File: src/rtl/dmac_pkg.sv
package dmac_pkg;
   localparam int REG_ADDR_W   = 12;
   localparam int CFG_EN_BIT   = 0;
   localparam int CFG_ERRM_BIT = 14;
   localparam int CFG_TCM_BIT  = 15;
   localparam int CHAN_WORDS   = 5;

   typedef enum logic [2:0] {
      CR_SRC  = 3'd0,
      CR_DST  = 3'd1,
      CR_LINK = 3'd2,
      CR_CTRL = 3'd3,
      CR_CFG  = 3'd4
   } chan_reg_e;

   // global word indices (addr[7:2] inside the low page)
   localparam logic [5:0] GW_STAT_ALL = 6'd0;
   localparam logic [5:0] GW_STAT_TC  = 6'd1;
   localparam logic [5:0] GW_CLR_TC   = 6'd2;
   localparam logic [5:0] GW_STAT_ERR = 6'd3;
   localparam logic [5:0] GW_CLR_ERR  = 6'd4;
   localparam logic [5:0] GW_RAW_TC   = 6'd5;
   localparam logic [5:0] GW_RAW_ERR  = 6'd6;
   localparam logic [5:0] GW_EN_MAP   = 6'd7;
   localparam logic [5:0] GW_GCFG     = 6'd12;
   localparam logic [5:0] GW_SYNC     = 6'd13;

   function automatic logic [7:0] ident_byte(input logic [2:0] idx, input int nch);
      case (idx)
         3'd0:    ident_byte = (nch == 8) ? 8'h80 : 8'h81;
         3'd1:    ident_byte = 8'h10;
         3'd2:    ident_byte = 8'h04;
         3'd3:    ident_byte = 8'h0A;
         3'd4:    ident_byte = 8'h0D;
         3'd5:    ident_byte = 8'hF0;
         3'd6:    ident_byte = 8'h05;
         default: ident_byte = 8'hB1;
      endcase
   endfunction
endpackage

File: src/rtl/dmac_chan_bank.sv
module dmac_chan_bank
   import dmac_pkg::*;
#(
   parameter int DATA_W = 32
) (
   input  logic              clk,
   input  logic              rst_n,
   input  logic              wr_en,
   input  logic [2:0]        reg_sel,
   input  logic [DATA_W-1:0] wdata,
   output logic [DATA_W-1:0] rdata,
   output logic              cfg_en,
   output logic              cfg_tc_mask,
   output logic              cfg_err_mask
);
   logic [DATA_W-1:0] words [CHAN_WORDS];

   for (genvar w = 0; w < CHAN_WORDS; w++) begin : g_word
      always_ff @(posedge clk or negedge rst_n) begin
         if (!rst_n)                               words[w] <= '0;
         else if (wr_en && reg_sel == 3'(w))       words[w] <= wdata;
      end
   end

   always_comb begin
      rdata = '0;
      for (int w = 0; w < CHAN_WORDS; w++)
         if (reg_sel == 3'(w)) rdata = words[w];
   end

   assign cfg_en       = words[CR_CFG][CFG_EN_BIT];
   assign cfg_tc_mask  = words[CR_CFG][CFG_TCM_BIT];
   assign cfg_err_mask = words[CR_CFG][CFG_ERRM_BIT];
endmodule

File: src/rtl/dmac_irq_status.sv
module dmac_irq_status #(
   parameter int NUM_CH = 2
) (
   input  logic              clk,
   input  logic              rst_n,
   input  logic [NUM_CH-1:0] tc_set,
   input  logic [NUM_CH-1:0] err_set,
   input  logic              tc_clr,
   input  logic              err_clr,
   input  logic [NUM_CH-1:0] clr_val,
   input  logic [NUM_CH-1:0] tc_mask,
   input  logic [NUM_CH-1:0] err_mask,
   output logic [NUM_CH-1:0] tc_raw,
   output logic [NUM_CH-1:0] err_raw,
   output logic [NUM_CH-1:0] tc_masked,
   output logic [NUM_CH-1:0] err_masked,
   output logic              irq_tc,
   output logic              irq_err
);
   logic [NUM_CH-1:0] tc_drop, err_drop;
   assign tc_drop  = tc_clr  ? clr_val : '0;
   assign err_drop = err_clr ? clr_val : '0;

   // set pulse is ORed in after the clear, so it wins on a collision
   always_ff @(posedge clk or negedge rst_n) begin
      if (!rst_n) begin
         tc_raw  <= '0;
         err_raw <= '0;
      end else begin
         tc_raw  <= (tc_raw  & ~tc_drop)  | tc_set;
         err_raw <= (err_raw & ~err_drop) | err_set;
      end
   end

   assign tc_masked  = tc_raw  & tc_mask;
   assign err_masked = err_raw & err_mask;
   assign irq_tc     = |tc_masked;
   assign irq_err    = |err_masked;
endmodule

File: src/rtl/dmac_id_rom.sv
module dmac_id_rom
   import dmac_pkg::*;
#(
   parameter int NUM_CH = 2
) (
   input  logic [2:0] idx,
   output logic [7:0] id_byte
);
   assign id_byte = ident_byte(idx, NUM_CH);
endmodule

File: src/rtl/dmac_regfile.sv
module dmac_regfile
   import dmac_pkg::*;
#(
   parameter int NUM_CH = 2,
   parameter int DATA_W = 32
) (
   input  logic                  clk,
   input  logic                  rst_n,
   input  logic                  wr_en,
   input  logic [REG_ADDR_W-1:0] addr,
   input  logic [DATA_W-1:0]     wdata,
   output logic [DATA_W-1:0]     rdata,
   input  logic [NUM_CH-1:0]     tc_set,
   input  logic [NUM_CH-1:0]     err_set,
   output logic                  irq_err,
   output logic                  irq_tc,
   output logic                  irq_any
);
   localparam int PAD_W = DATA_W - NUM_CH;

   if (!(NUM_CH == 2 || NUM_CH == 8)) begin : g_bad_nch
      $error("dmac_regfile: NUM_CH must be 2 or 8");
   end
   if (DATA_W < 16) begin : g_bad_dw
      $error("dmac_regfile: DATA_W must hold the mask bits");
   end

   // address decode
   logic       unused_lsb;
   logic       in_glob, in_chan, in_id, ch_valid, reg_valid;
   logic [2:0] sel_ch, sel_reg;
   logic [5:0] gidx;

   assign unused_lsb = ^addr[1:0];
   assign in_glob    = addr[11:8] == 4'h0;
   assign in_chan    = addr[11:8] == 4'h1;
   assign in_id      = addr[11:5] == 7'h7F;
   assign sel_ch     = addr[7:5];
   assign sel_reg    = addr[4:2];
   assign gidx       = addr[7:2];
   assign ch_valid   = {1'b0, sel_ch} < 4'(NUM_CH);
   assign reg_valid  = sel_reg < 3'(CHAN_WORDS);

   // channel banks
   logic [DATA_W-1:0] chan_rd [NUM_CH];
   logic [NUM_CH-1:0] en_map, tc_mask, err_mask;

   for (genvar c = 0; c < NUM_CH; c++) begin : g_chan
      dmac_chan_bank #(.DATA_W(DATA_W)) u_bank (
         .clk          (clk),
         .rst_n        (rst_n),
         .wr_en        (wr_en && in_chan && reg_valid && sel_ch == 3'(c)),
         .reg_sel      (sel_reg),
         .wdata        (wdata),
         .rdata        (chan_rd[c]),
         .cfg_en       (en_map[c]),
         .cfg_tc_mask  (tc_mask[c]),
         .cfg_err_mask (err_mask[c])
      );
   end

   // global words
   logic [DATA_W-1:0] gcfg_q, sync_q;
   logic              glob_wr;
   assign glob_wr = wr_en && in_glob;

   always_ff @(posedge clk or negedge rst_n) begin
      if (!rst_n) begin
         gcfg_q <= '0;
         sync_q <= '0;
      end else begin
         if (glob_wr && gidx == GW_GCFG) gcfg_q <= wdata;
         if (glob_wr && gidx == GW_SYNC) sync_q <= wdata;
      end
   end

   // interrupt status
   logic [NUM_CH-1:0] tc_raw, err_raw, tc_masked, err_masked;

   dmac_irq_status #(.NUM_CH(NUM_CH)) u_status (
      .clk        (clk),
      .rst_n      (rst_n),
      .tc_set     (tc_set),
      .err_set    (err_set),
      .tc_clr     (glob_wr && gidx == GW_CLR_TC),
      .err_clr    (glob_wr && gidx == GW_CLR_ERR),
      .clr_val    (wdata[NUM_CH-1:0]),
      .tc_mask    (tc_mask),
      .err_mask   (err_mask),
      .tc_raw     (tc_raw),
      .err_raw    (err_raw),
      .tc_masked  (tc_masked),
      .err_masked (err_masked),
      .irq_tc     (irq_tc),
      .irq_err    (irq_err)
   );
   assign irq_any = irq_tc | irq_err;

   // identification bytes
   logic [7:0] id_byte;
   dmac_id_rom #(.NUM_CH(NUM_CH)) u_id (
      .idx     (sel_reg),
      .id_byte (id_byte)
   );

   // read mux
   function automatic logic [DATA_W-1:0] zext(input logic [NUM_CH-1:0] v);
      return {{PAD_W{1'b0}}, v};
   endfunction

   logic [DATA_W-1:0] ch_rd;
   always_comb begin
      ch_rd = '0;
      for (int c = 0; c < NUM_CH; c++)
         if (sel_ch == 3'(c)) ch_rd = chan_rd[c];
   end

   always_comb begin
      rdata = '0;
      if (in_id) begin
         rdata = {{(DATA_W-8){1'b0}}, id_byte};
      end else if (in_chan) begin
         if (ch_valid && reg_valid) rdata = ch_rd;
      end else if (in_glob) begin
         case (gidx)
            GW_STAT_ALL: rdata = zext(tc_masked | err_masked);
            GW_STAT_TC:  rdata = zext(tc_masked);
            GW_STAT_ERR: rdata = zext(err_masked);
            GW_RAW_TC:   rdata = zext(tc_raw);
            GW_RAW_ERR:  rdata = zext(err_raw);
            GW_EN_MAP:   rdata = zext(en_map);
            GW_GCFG:     rdata = gcfg_q;
            GW_SYNC:     rdata = sync_q;
            default:     rdata = '0;
         endcase
      end
   end
endmodule

File: config.mk
export PLATFORM = sky130hd
export DESIGN_NAME = dmac_regfile
export DESIGN_NICKNAME = d
export VERILOG_FILES = /design/src/rtl/dmac_pkg.sv /design/src/rtl/dmac_chan_bank.sv /design/src/rtl/dmac_irq_status.sv /design/src/rtl/dmac_id_rom.sv /design/src/rtl/dmac_regfile.sv
export SDC_FILE = /design/constraint.sdc
export NUM_CORES = 1
export LEC_CHECK = 0
export BUFFER_PORTS_ARGS = -buffer_cell sky130_fd_sc_hd__buf_2
export CAP_MARGIN = 20
export CORE_UTILIZATION = 23
export CTS_CLUSTER_DIAMETER = 50
export DETAILED_ROUTE_END_ITERATION = 8
export GPL_TIMING_DRIVEN = 0
export PLACE_DENSITY_LB_ADDON = 0.2
export SYNTH_ARGS = -nofsm -noshare
export SYNTH_HDL_FRONTEND = slang
export SYNTH_SLANG_ARGS = --single-unit
File: constraint.sdc
create_clock -name clk -period 1.8 [get_ports clk]
set_input_delay 0.09 -clock clk [delete_from_list [all_inputs] [get_ports clk]]
set_output_delay 0.09 -clock clk [all_outputs]
set_load 0.005 [all_outputs]
== Word-level counts from Yosys, hierarchy flattened ==
Index checks and enable logic that the tools add are counted.
Widths: inputs -> output; s select.
Storage, ports and cells
  register bits after elaboration: 388
  bits of input ports: 51
  output and inout bits: 35
  word-level logic and storage cells: 90
Operators by class
  magnitude comparators: 2
  equality and inequality tests: 18
  mux-type cells: 20
  bitwise gates (word level): 10
  reduce and logical (&&, ||, !) cells: 26
Operator list (number)
  $mux 32: 16
  $pmux 32 s8: 1
  $pmux 8 s7: 1
  $eq 6x3->1 const B: 4
  $logic_and 1x1->1: 20
  $eq 6x2->1 const B: 2
  $eq 6x4->1 const B: 2
  $eq 3x3->1 const B: 3
  $and 2x2->2: 4
  $eq 7x7->1 const B: 1
  $eq 3x1->1 const B: 2
  $eq 3x2->1 const B: 2
  $eq 6x1->1 const B: 1
  $logic_not 3->1: 2
  $logic_not 6->1: 1
  $or 2x2->2: 3
  $eq 4x1->1 const B: 1
  $logic_not 4->1: 1
  $mux 2: 2
  $not 2->2: 2
  $reduce_or 2->1: 2
  $lt 3x2->1 const B: 1
  $lt 3x3->1 const B: 1
  $or 1x1->1: 1

== Depth between registers and ports, before layout ==
  word-level depth: 11
  gate-level depth with buffers: 9

== By module ==
From an unflattened synthesis, not the netlist that was laid out.
Second synthesis, totals
  cell total of the unflattened synthesis: 1381
  area, all modules: 18485.2 sq um
Modules (own cells, without submodules)
  dmac_chan_bank: times used 2, cells each 521, area each 7198.2 sq um, sequential area each 4003.8 sq um
  dmac_regfile: times used 1, cells each 306, area each 3831.2 sq um, sequential area each 1601.5 sq um
  dmac_irq_status: times used 1, cells each 18, area each 188.9 sq um, sequential area each 100.1 sq um
  dmac_id_rom: times used 1, cells each 15, area each 68.8 sq um, sequential area each 0.0 sq um

== Worst setup path after synthesis ==
OpenSTA, ideal clock, no wires.
  kind: in2reg
  from: in addr[6]
  to: reg g_chan[0].u_bank.words[129] (netlist name)
  library setup time: 0.125 ns
  data arrival time: 1.856 ns
  data required time: 1.675 ns
  setup slack: -0.181 ns
  stages: 7
  cells stage by stage: clkbuf_1 > or4_1 > clkbuf_1 > or3_1 > buf_2 > buf_6 > mux2_4
Between the ends
  cells in the longest elaborated chain, start to end: 3
RTL lines
  from (decl): line dmac_regfile.sv:10  | input logic [REG_ADDR_W-1:0] addr,
  $logic_not 3->1: line dmac_regfile.sv:52  | .wr_en (wr_en && in_chan && reg_valid && sel_ch == 3'(c)),
  $logic_and 1x1->1: line dmac_regfile.sv:52
  $logic_and 1x1->1: line dmac_chan_bank.sv:21  | else if (wr_en && reg_sel == 3'(w)) words[w] <= wdata;
  to (signal, indexed assignment): line dmac_chan_bank.sv:21
  to (decl): line dmac_chan_bank.sv:16  | logic [DATA_W-1:0] words [CHAN_WORDS];
No other way between the ends.
A chain may end at the register's enable or synchronous reset.

== Worst setup path in the final report ==
  from: reg g_chan[1].u_bank.words[33] (netlist name)
  to: out rdata[1]
Between the ends
  cells in the longest elaborated chain, start to end: 6
RTL lines
  from (decl): line dmac_chan_bank.sv:16
  from (signal, indexed assignment): line dmac_chan_bank.sv:21
  $mux 32 (2 in series): line dmac_chan_bank.sv:28  | if (reg_sel == 3'(w)) rdata = words[w];
  $mux 32: line dmac_regfile.sv:115  | if (sel_ch == 3'(c)) ch_rd = chan_rd[c];
  $mux 32: line dmac_regfile.sv:123  | if (ch_valid && reg_valid) rdata = ch_rd;
  $mux 32: line dmac_regfile.sv:122  | end else if (in_chan) begin
  $mux 32: line dmac_regfile.sv:120  | if (in_id) begin
  to (decl): line dmac_regfile.sv:12  | output logic [DATA_W-1:0] rdata,
No other way between the ends.

==> impl_table.tex <==
\begin{tabular}{lr}
\hline
Metric & Value \\
\hline
\multicolumn{2}{l}{\textbf{Detailed routing}} \\
DRC errors left & 0 \\
Starting DRC count in detailed routing & a little under 900 \\
Via count & 12.7k \\
Vias per cell & 4.78 \\
Wire length per cell & 24.1 um \\
Total wire length & 63,800 um \\
M1 wire length & 29,900 um \\
Number of nets with antenna violations after routing & 0 \\
DR top layer & met4 \\
Met3 WL post-DR & 2970 um \\
Met2 routed WL & 29,300 um \\
Number of detailed-route iterations in the first pass & 6 \\
\multicolumn{2}{l}{\textbf{Finish}} \\
Layout cell share with drive strength beyond 1 & 0.546 \\
Number of diodes & 0 \\
Most frequent cells in the layout & 385 x dfrtp\_1, 291 x mux2\_2, 99 x mux2\_4 \\
Fin util & 0.313 \\
Most common library cell in the layout ignoring fill and taps & dfrtp\_1 \\
Number of nets in the final layout & 1,610 \\
Final Instance Area & around 0.024 sq mm \\
Filler instances & 7,751 \\
Area Growth Syn to Fin & 33.8\% \\
\multicolumn{2}{l}{\textbf{Critical path}} \\
Startpoint of the worst-slack reg-to-reg timing path & u\_status.err\_raw[1] \\
Max FO, Critical Path & 2 \\
Cell-by-cell listing of the critical path & mux4\_2 > a221o\_1 > a31oi\_2 > o21ai\_2 > buf\_2 \\
Top delay family on crit path & compound AO/OA/AOI/OAI gates \\
Largest stage delay, worst path & 470 ps \\
Critical Path Stages & 5 \\
Worst r2r dst & u\_status.err\_raw[1] \\
Beginning of the critical path & g\_chan[1].u\_bank.words[33] \\
Setup slack, reg-to-reg & 520 ps \\
Crit path capture & rdata[1] \\
Crit start category & register \\
Critical path class & reg -> out \\
Critical path's slowest cell & mux4\_2 \\
CP Buf/Inv Count & 1 \\
Cell count of the worst reg-to-reg path & 2 \\
Kind of capture point of the worst setup path & primary output \\
Crit path required time & around 1700 ps \\
Data arrival at the endpoint of the critical path & about 2300 ps \\
\multicolumn{2}{l}{\textbf{GRT}} \\
Vias in the first global route & $\sim$13k \\
Initial antenna violation count & 1 \\
Total track usage & 0.158 \\
Wire length of the first global-routing pass & 94,600 um \\
Largest net degree at the start of global routing & 119 \\
Remaining global-route overflow & 0 \\
\multicolumn{2}{l}{\textbf{Die}} \\
Number of top-level pins & 86 \\
Die H & approximately 280 um \\
Placeable core area & a little under 0.08 sq mm \\
Die extent in x & 284 um \\
Initial Utilization & 0.234 \\
Area enclosed by the die boundary & 0.0805 sq mm \\
Number of placement rows & 102 \\
\multicolumn{2}{l}{\textbf{STA}} \\
Slew Viols, Final & 0 \\
Setup repair after global routing missed its margin & true \\
Smallest setup slack after layout & -563 ps \\
Summed negative setup slack over all endpoints & -10,350 ps \\
Final-report hold violation count & 0 \\
Slew @ Worst Pin & 830 ps \\
Worst slew margin relative to its limit & 0.447 \\
Achievable clock frequency & 0.423 GHz \\
Worst clock skew on the final layout & 0 ps \\
Final number of setup-violating endpoints & 32 \\
Final critical-path share of the clock period & 1.31 \\
Post-layout minimum cycle time & 2360 ps \\
\multicolumn{2}{l}{\textbf{Synth}} \\
Mean cell area of the mapped netlist & 13.8 sq um \\
Fraction of post-synthesis cell area in the top cell type by area & 0.532 \\
Warnings from Yosys & 0 \\
Largest cells by area after synthesis & dfrtp\_1 53\%, mux2\_2 22\%, mux4\_2 3.5\%, mux2\_4 2.5\%, a221oi\_1 2.3\% \\
Synth cell types & 54 \\
\#FFs+latches synth & roughly 390 \\
Post-synth EDFFs & 0 \\
Number of nets produced by synthesis & 1,378 \\
Library cell with the largest summed area after synthesis & dfrtp\_1 \\
Main synth FF type & dfrtp\_1 \\
FFs w/ async S/R, synth & 1.00 \\
Portion of the post-synthesis area used by sequential elements & 0.532 \\
Post-Syn Instances & 1,327 \\
Summed instance area of the synthesized netlist & 0.0183 sq mm \\
\multicolumn{2}{l}{\textbf{Power and ir drop}} \\
Switching power & 5360 uW \\
Maximum VDD drop & 0.000646 V \\
Internal portion of total power & 16,300 uW \\
Total power divided by cell area & 888 mW/mm\^{}2 \\
Proportion of power drawn by flip-flops and latches & 0.409 \\
Overall power consumption & approximately 22,000 uW \\
Part of the total power dissipated in combinational logic & 0.064 \\
Switching fraction of total power & 0.247 \\
Relative contribution of the clock network to total power & 0.527 \\
LEAKAGE & between 0.01 and 0.015 uW \\
\multicolumn{2}{l}{\textbf{Hold path}} \\
Type of the worst min-delay path & in -> async \\
\multicolumn{2}{l}{\textbf{CTS}} \\
Root buffer selected by CTS & clkbuf\_16 \\
TritonCTS sink count & $\sim$390 \\
Clock buffer depth & 3 \\
Number of CTS-inserted buffers & 59 \\
Clock tree from TritonCTS & built \\
Latest clock arrival within the worst-skew pair & 600 ps \\
Clock-pin slew on the worst setup and hold paths & 60 ps \\
Depth of the CTS H-tree & 2 \\
\multicolumn{2}{l}{\textbf{Status}} \\
Failing checks & setup timing \\
Run status & finished with violations \\
\multicolumn{2}{l}{\textbf{Placed design}} \\
Half-perimeter wire length after detailed placement & between 40,000 and 50,000 um \\
Cell Area, Placed & 0.0205 sq mm \\
Final RePlAce weighted congestion & 0.804 \\
Count of buffers inserted at the top-level ports & 79 \\
\multicolumn{2}{l}{\textbf{Run}} \\
Maxcap violations & 0 \\
\hline
\end{tabular}
power groups by stage:
| stage | logic, uW | clock network, uW | registers (uW) |
|---|---|---|---|
| finish | 1390 | 11400 | 8880 |
| floorplan | 549 | 0 | 9010 |
| global route | 1500 | 12100 | 8880 |
| CTS | 1390 | 11700 | 8870 |
| global placement | 1110 | 0 | 9020 |
| detailed placement | 1150 | 0 | 9020 |
logic make-up after synthesis:
kind of cell | synth area share
buffers and inverters | 0.0348
flip-flops | 0.532
AO/OA/AOI/OAI | 0.0906
AND/OR/NAND/NOR | 0.0368
XOR/XNOR | 0.000480
multiplexers | 0.305
registers in the layout (all words and copies together), names as in the netlist:
register and flops:
u_status.err_raw 2, u_status.tc_raw 2, g_chan.u_bank.cfg_tc_mask 2, gcfg_q 32
g_chan.u_bank.words 314, sync_q 32, g_chan.u_bank.cfg_en 2, g_chan.u_bank.cfg_err_mask 2
cell type report:
| class | instances | area, sq um | area share |
|---|---|---|---|
| clock buffer | 73 | 1590 | 0.0650 |
| inverter | 6 | 26.3 | 0.00108 |
| tap | 1040 | 1300 | 0.0533 |
| buffer | 135 | 1140 | 0.0467 |
| sequential | 388 | 9710 | 0.398 |
| multi-input combinational | 795 | 8970 | 0.367 |
| timing repair buffer | 174 | 1330 | 0.0545 |
| clock inverter | 33 | 359 | 0.0147 |
metrics by stage:
step | instances | setup slack [ps] | hold WS, ps
3_3_place_gp | 2446 | -7370 | 296
2_1_floorplan | 1327 | -155 | -206
4_1_cts | 2630 | -576 | 21.6
6_report | 2644 | -563 | 22.4
5_1_grt | 2644 | -592 | 72.8
3_5_place_dp | 2451 | -2190 | 99.8
cells in the mapped netlist, types with 4 or more instances:
cell type  number
nand2_1        18
nor3_1         10
a221o_1         4
inv_1           6
o22ai_1         7
a22oi_1        31
a21oi_1        44
nor3_2          4
o32ai_1        22
mux4_2         28
o221ai_1        6
dfrtp_1       388
nand3_1         4
clkbuf_1       42
mux2_1         18
mux2i_1        34
a211o_1         4
buf_2          58
nor4_2          4
mux2_4         30
o21ai_0        20
a21o_1          4
buf_1          35
mux2_2        351
nand2b_1        7
a211oi_1       18
nor2_1         16
nor2b_1        23
a221oi_1       48
worst min path at each step:
| stage | to | cells after the start | slack, ps |
|---|---|---|---|
| after CTS | g_chan[1].u_bank.words[16] | 2 | 20 |
| final | g_chan[1].u_bank.words[113] | 2 | 20 |
| after global placement | u_status.tc_raw[0] | 2 | 300 |
| after global routing | g_chan[1].u_bank.words[113] | 2 | 70 |
| after floorplan | g_chan[0].u_bank.cfg_en | 0 | -210 |
| after detailed placement | g_chan[1].u_bank.words[113] | 1 | 100 |
what timing repair did:
action / 4_1_cts / 5_1_grt
pin swaps: 60 / 34
hold buffers: 41 / 0
buffers inserted: 35 / 14
endpoints found under the hold margin: 168 / 0
setup endpoints to repair: 232 / 194
gates resized for setup: 252 / 31
metal layers:
| metal | GRT usage | up-vias |
|---|---|---|
| met4 | 0.0481 | 0 |
| li1 | - | 5486 |
| met2 | 0.249 | 312 |
| met3 | 0.0250 | 98 |
| met1 | 0.223 | 6754 |
| met5 | 0 | - |
Power figures use the tool's default switching activity.
